[config.mk]
export PLATFORM = sky130hd
export DESIGN_NAME = gpio_irq_detect
export DESIGN_NICKNAME = d
export VERILOG_FILES = /design/src/rtl/gpio_irq_pkg.sv /design/src/rtl/gpio_irq_sync.sv /design/src/rtl/gpio_irq_cell.sv /design/src/rtl/gpio_irq_regs.sv /design/src/rtl/gpio_irq_detect.sv
export SDC_FILE = /design/constraint.sdc
export NUM_CORES = 1
export LEC_CHECK = 0
export ABC_AREA = 0
export CAP_MARGIN = 20
export CORE_MARGIN = 4
export CORE_UTILIZATION = 51
export DETAILED_ROUTE_END_ITERATION = 8
export DONT_BUFFER_PORTS = 1
export PLACE_DENSITY_LB_ADDON = 0.3
export SYNTH_ARGS = -nofsm -noshare
export SYNTH_HDL_FRONTEND = slang
export SYNTH_SLANG_ARGS = --single-unit
[constraint.sdc]
create_clock -name clk -period 1.5 [get_ports clk]
set_input_delay 0.15 -clock clk [delete_from_list [all_inputs] [get_ports clk]]
set_output_delay 0.15 -clock clk [all_outputs]
set_load 0.03 [all_outputs]
[src/rtl/gpio_irq_pkg.sv]
package gpio_irq_pkg;

    // Register byte offsets; software addresses depend on these values.
    localparam int OFS_EN   = 'h20;
    localparam int OFS_RAW  = 'h24;
    localparam int OFS_MSK  = 'h28;
    localparam int OFS_MASK = 'h2C;
    localparam int OFS_CLR  = 'h30;
    localparam int OFS_KIND = 'h34;
    localparam int OFS_ANY  = 'h38;
    localparam int OFS_POL  = 'h3C;

    typedef enum logic [2:0] {
        TRIG_RISE = 3'd0,
        TRIG_FALL = 3'd1,
        TRIG_BOTH = 3'd2,
        TRIG_HIGH = 3'd3,
        TRIG_LOW  = 3'd4
    } trig_e;

    // Combine the three per-pin configuration bits into one trigger mode.
    function automatic trig_e decode_trig(input logic kind, input logic pol, input logic any);
        trig_e t;
        if (!kind) begin
            if (any)      t = TRIG_BOTH;
            else if (pol) t = TRIG_FALL;
            else          t = TRIG_RISE;
        end else begin
            t = pol ? TRIG_LOW : TRIG_HIGH;
        end
        return t;
    endfunction

endpackage

[src/rtl/gpio_irq_sync.sv]
module gpio_irq_sync #(
    parameter int WIDTH  = 32,
    parameter int STAGES = 2
) (
    input  logic             clk,
    input  logic             rst_n,
    input  logic [WIDTH-1:0] async_i,
    output logic [WIDTH-1:0] sync_o
);

    logic [WIDTH-1:0] stage_q [STAGES];

    always_ff @(posedge clk or negedge rst_n) begin
        if (!rst_n) begin
            stage_q[0] <= '0;
        end else begin
            stage_q[0] <= async_i;
        end
    end

    for (genvar s = 1; s < STAGES; s++) begin : g_stage
        always_ff @(posedge clk or negedge rst_n) begin
            if (!rst_n) begin
                stage_q[s] <= '0;
            end else begin
                stage_q[s] <= stage_q[s-1];
            end
        end
    end

    assign sync_o = stage_q[STAGES-1];

endmodule

[src/rtl/gpio_irq_cell.sv]
module gpio_irq_cell
    import gpio_irq_pkg::*;
(
    input  logic clk,
    input  logic rst_n,
    input  logic pin_s,
    input  logic en,
    input  logic kind,
    input  logic pol,
    input  logic any,
    input  logic clr,
    output logic pend_o
);

    logic  prev_q;
    logic  pend_q;
    logic  hit;
    trig_e mode;

    // One cycle of input history for edge detection.
    always_ff @(posedge clk or negedge rst_n) begin
        if (!rst_n) begin
            prev_q <= 1'b0;
        end else begin
            prev_q <= pin_s;
        end
    end

    always_comb begin
        mode = decode_trig(kind, pol, any);
    end

    always_comb begin
        hit = 1'b0;
        unique case (mode)
            TRIG_RISE: hit = pin_s & ~prev_q;
            TRIG_FALL: hit = ~pin_s & prev_q;
            TRIG_BOTH: hit = pin_s ^ prev_q;
            TRIG_HIGH: hit = pin_s;
            TRIG_LOW:  hit = ~pin_s;
            default:   hit = 1'b0;
        endcase
    end

    // Clear has priority over a new event in the same cycle.
    always_ff @(posedge clk or negedge rst_n) begin
        if (!rst_n) begin
            pend_q <= 1'b0;
        end else if (clr) begin
            pend_q <= 1'b0;
        end else if (en && hit) begin
            pend_q <= 1'b1;
        end
    end

    assign pend_o = pend_q;

endmodule

[src/rtl/gpio_irq_regs.sv]
module gpio_irq_regs
    import gpio_irq_pkg::*;
#(
    parameter int NPINS  = 32,
    parameter int ADDR_W = 8,
    parameter int DATA_W = 32
) (
    input  logic              clk,
    input  logic              rst_n,
    input  logic              bus_wr,
    input  logic [ADDR_W-1:0] bus_addr,
    input  logic [DATA_W-1:0] bus_wdata,
    output logic [DATA_W-1:0] bus_rdata,
    input  logic [NPINS-1:0]  raw_i,
    input  logic [NPINS-1:0]  masked_i,
    output logic [NPINS-1:0]  en_o,
    output logic [NPINS-1:0]  mask_o,
    output logic [NPINS-1:0]  kind_o,
    output logic [NPINS-1:0]  any_o,
    output logic [NPINS-1:0]  pol_o,
    output logic [NPINS-1:0]  clr_o
);

    localparam logic [ADDR_W-1:0] A_EN   = ADDR_W'(OFS_EN);
    localparam logic [ADDR_W-1:0] A_RAW  = ADDR_W'(OFS_RAW);
    localparam logic [ADDR_W-1:0] A_MSK  = ADDR_W'(OFS_MSK);
    localparam logic [ADDR_W-1:0] A_MASK = ADDR_W'(OFS_MASK);
    localparam logic [ADDR_W-1:0] A_CLR  = ADDR_W'(OFS_CLR);
    localparam logic [ADDR_W-1:0] A_KIND = ADDR_W'(OFS_KIND);
    localparam logic [ADDR_W-1:0] A_ANY  = ADDR_W'(OFS_ANY);
    localparam logic [ADDR_W-1:0] A_POL  = ADDR_W'(OFS_POL);

    logic [NPINS-1:0] wpins;
    logic [NPINS-1:0] en_q, mask_q, kind_q, any_q, pol_q;

    assign wpins = bus_wdata[NPINS-1:0];

    always_ff @(posedge clk or negedge rst_n) begin
        if (!rst_n) begin
            en_q   <= '0;
            mask_q <= '0;
            kind_q <= '0;
            any_q  <= '0;
            pol_q  <= '0;
        end else if (bus_wr) begin
            if (bus_addr == A_EN)   en_q   <= wpins;
            if (bus_addr == A_MASK) mask_q <= wpins;
            if (bus_addr == A_KIND) kind_q <= wpins;
            if (bus_addr == A_ANY)  any_q  <= wpins;
            if (bus_addr == A_POL)  pol_q  <= wpins;
        end
    end

    // Write-one-to-clear pulse, valid only in the write cycle.
    assign clr_o = (bus_wr && bus_addr == A_CLR) ? wpins : '0;

    always_comb begin
        bus_rdata = '0;
        case (bus_addr)
            A_EN:    bus_rdata = DATA_W'(en_q);
            A_RAW:   bus_rdata = DATA_W'(raw_i);
            A_MSK:   bus_rdata = DATA_W'(masked_i);
            A_MASK:  bus_rdata = DATA_W'(mask_q);
            A_KIND:  bus_rdata = DATA_W'(kind_q);
            A_ANY:   bus_rdata = DATA_W'(any_q);
            A_POL:   bus_rdata = DATA_W'(pol_q);
            default: bus_rdata = '0;
        endcase
    end

    assign en_o   = en_q;
    assign mask_o = mask_q;
    assign kind_o = kind_q;
    assign any_o  = any_q;
    assign pol_o  = pol_q;

endmodule

[src/rtl/gpio_irq_detect.sv]
module gpio_irq_detect #(
    parameter int NPINS       = 32,
    parameter int ADDR_W      = 8,
    parameter int DATA_W      = 32,
    parameter int SYNC_STAGES = 2
) (
    input  logic              clk,
    input  logic              rst_n,
    input  logic              bus_wr,
    input  logic [ADDR_W-1:0] bus_addr,
    input  logic [DATA_W-1:0] bus_wdata,
    output logic [DATA_W-1:0] bus_rdata,
    input  logic [NPINS-1:0]  gpio_i,
    output logic              irq_o
);

    logic [NPINS-1:0] pin_s;
    logic [NPINS-1:0] en_q, mask_q, kind_q, any_q, pol_q, clr_p;
    logic [NPINS-1:0] raw_st;
    logic [NPINS-1:0] msk_st;

    gpio_irq_regs #(
        .NPINS (NPINS),
        .ADDR_W(ADDR_W),
        .DATA_W(DATA_W)
    ) regs_i (
        .clk      (clk),
        .rst_n    (rst_n),
        .bus_wr   (bus_wr),
        .bus_addr (bus_addr),
        .bus_wdata(bus_wdata),
        .bus_rdata(bus_rdata),
        .raw_i    (raw_st),
        .masked_i (msk_st),
        .en_o     (en_q),
        .mask_o   (mask_q),
        .kind_o   (kind_q),
        .any_o    (any_q),
        .pol_o    (pol_q),
        .clr_o    (clr_p)
    );

    gpio_irq_sync #(
        .WIDTH (NPINS),
        .STAGES(SYNC_STAGES)
    ) sync_i (
        .clk    (clk),
        .rst_n  (rst_n),
        .async_i(gpio_i),
        .sync_o (pin_s)
    );

    for (genvar p = 0; p < NPINS; p++) begin : g_pin
        gpio_irq_cell cell_i (
            .clk   (clk),
            .rst_n (rst_n),
            .pin_s (pin_s[p]),
            .en    (en_q[p]),
            .kind  (kind_q[p]),
            .pol   (pol_q[p]),
            .any   (any_q[p]),
            .clr   (clr_p[p]),
            .pend_o(raw_st[p])
        );
    end

    assign msk_st = raw_st & ~mask_q;
    assign irq_o  = |msk_st;

endmodule

==> reports/metrics.yaml <==
status: "complete, but fails checks"
violations: "hold timing, setup timing"
grt_max_degree: 289
fin_cells: 1593
fmax_mhz: 499.8
synth_top_area_share_pct: 53.26
p_leak_nw: 8.006
num-fill-cells: 1903
synth_compound_area_share_pct: 11.00
placed_area_mm2: 0.01449
via_per_inst: 5.887
ys_warn_count: 0
antenna_found_initial: 0
io_buffers: 0
critPathKind: "reg2out"
antenna_cells: 0
fin_skew_ps: 9.879
irDropWorstVdd_mv: 0.9144
setup-violations-final: 33
dieArea_mm2: 0.02920
rr_startpoint: "sync_i.sync_o[15]"
synth_cell_types: 34
hpwl_mm: 21.40
cp-startpoint: "regs_i.mask_o[31]"
setup_slack_ps: -500.9
yosys.area_share.simple_pct: 2.728
start_util_pct: 51.93
tritoncts: "yes"
stdcell_area_mm2: 0.01676
rsz0062_at_grt: "true"
relSlewSlack_pct: 59.17
power_density_mw_per_mm2: 1094
synthTopCellsByCount: "dfrtp_1 (288), mux2_2 (126), inv_1 (96)"
maxCapViolations: 0
hold_viol: 288
dp_cells: 1440
finalCriticalPeriod_ps: 2001
synth_top_family_by_area: "multiplexers"
clock_latency_ps: 510
drt_iter0_drc: 776
avgRoutedWirePerCell_um: 20.97
drv_slew: 0
synth.most_common_cell: "dfrtp_1"
synth-adder-area-share_pct: 5.918
seqCellArea_mm2: 0.007211
die_w_um: 170.9
ys_seq_elements: 288
tightestPinTransition_ps: 612.4
drc: 0
finalPower_mw: 18.34
ys.flop_type: "dfrtp_1"
syn_avg_cell_area_um2: 12.74
worstPathRequired_ps: 1350
antenna_left: 0
yosys-mux-area-fraction_pct: 20.78
synth_edf_count: 0
crit_path_start_kind: "register"
finalCritPeriodShare_pct: 133.4
num_rows: 59
worstPathArrival_ps: 1850
synth_fp_nets: 1201
synthTopCellsByArea: "dfrtp_1 (53%), mux2_2 (10%), ha_1 (5.9%), mux2_1 (5.4%), mux2i_1 (4.9%)"
crit_path_max_fanout: 4
worst_hold_slack_ps: -666.0
netlist_instances: 1062
hp-class: "in2async"
drive_gt1_share_pct: 27.11
grt_pass1_vias: 9638
yosysSeqAreaShare_pct: 53.26
ios: 108
syn2layout_area_growth_pct: 23.88
r2r_cells: 6
synth_top_area_cell: "dfrtp_1"
path_clk_slew_ps: 60
multiInputGateArea_mm2: 0.005958
syn_area_mm2: 0.01353
core-area_mm2: 0.02606
place_congestion: 0.8557
grtUsageTotal_pct: 22.91
clockRootBuffer: "clkbuf_16"
cts_max_path_buffers: 3
num-nets-final: 1375
cts_buffers: 34
synthXorXnorAreaFrac_pct: 2.071
cts_hold_buffers: 64
grt_overflow: 0
cts.sinks: 288
drt_wl_total_mm: 33.40
grt_pass1_wl_mm: 52.80
crit_path_end_kind: "primary output"
h-tree-depth: 2
async_reset_ff_share_pct: 100.0
vias: 9378
dieHeight_um: 170.9
first_pass_iters: 6
[power by group]
group	internal, mW	switching, mW	total (mW)
clock	5.34	3.12	8.45
combinational	0.771	0.646	1.42
sequential	8.16	0.317	8.47
total	14.3	4.08	18.3
[layout make-up]
type | instances | share of cell area [%]
Multi-Input combinational cell | 629 | 35.54
Clock inverter | 4 | 0.5672
Tap cell | 335 | 2.500
Clock buffer | 54 | 6.322
Timing Repair Buffer | 187 | 9.904
Sequential cell | 288 | 43.01
Inverter | 96 | 2.150
[layer usage]
layer	wire (um)	share of wire (%)	GRT usage, %
met3	2424	7.3	4.552
met4	828	2.5	6.924
met5	0	0	0
met1	14180	42	31.20
met2	15970	48	37.55
[registers in the layout, summed over array words and instances (netlist names)]
name                 count
regs_i.any_o            32
regs_i.mask_o           32
sync_i.sync_o           32
regs_i.kind_o           32
regs_i.en_o             32
g_pin.cell_i.prev_q     32
sync_i.stage_q          32
regs_i.pol_o            32
g_pin.cell_i.pend_o     32
[what timing repair did]
action,CTS,global route
pin swaps,16,14
setup endpoints to repair,33,33
hold endpoints to repair,512,288
resized for setup,50,24
setup buffers,20,12
[stage by stage]
stage | TNS [ps] | util [%] | setup WS [ps]
6_report | -11230 | 64.33 | -500.9
5_1_grt | -13270 | 64.33 | -555.8
4_1_cts | -11530 | 63.81 | -479.8
3_5_place_dp | -2085 | 55.62 | -163.0
3_3_place_gp | -824.2 | 55.62 | -150.8
2_1_floorplan | -564.4 | - | -21.41
[final timing paths]
check                                           to  slack [ps]
min reg2reg                       sync_i.sync_o[9]         340
max reg2reg                g_pin[15].cell_i.pend_o          70
min                              sync_i.sync_o[10]        -670
max in group asynchronous        sync_i.sync_o[17]        1680
min in group clk            g_pin[9].cell_i.pend_o          70
max                                  bus_rdata[31]        -500
[worst max-delay path, stage by stage (launching register included)]
cell and delay (ps):
dfrtp_1 410, a222oi_1 590, o22ai_1 150, buf_4 190
[placed cells by master, fill, tap and decap left out, types with 30 or more instances in the layout]
| master | synthesis | layout |
|---|---|---|
| ha_1 | 64 | 64 |
| dlygate4sd3_1 | 0 | 64 |
| nand2_1 | 38 | 38 |
| dfrtp_1 | 288 | 285 |
| a222oi_1 | 30 | 30 |
| buf_4 | 3 | 102 |
| a22oi_1 | 64 | 54 |
| mux2_1 | 65 | 65 |
| clkbuf_16 | 0 | 37 |
| inv_1 | 96 | 92 |
| xnor2_1 | 32 | 32 |
| o22ai_1 | 40 | 31 |
| mux2_2 | 126 | 126 |
| mux2i_1 | 66 | 66 |
| o211ai_1 | 32 | 32 |
[logic make-up after synthesis]
kind of cell,after synthesis
AND/OR/NAND/NOR,71
flip-flops,288
AO/OA/AOI/OAI,205
adder cells (fa/ha/maj),64
XOR/XNOR,32
buffers and inverters,145
multiplexers,257
No activity file was read; power rests on OpenSTA's default activity.
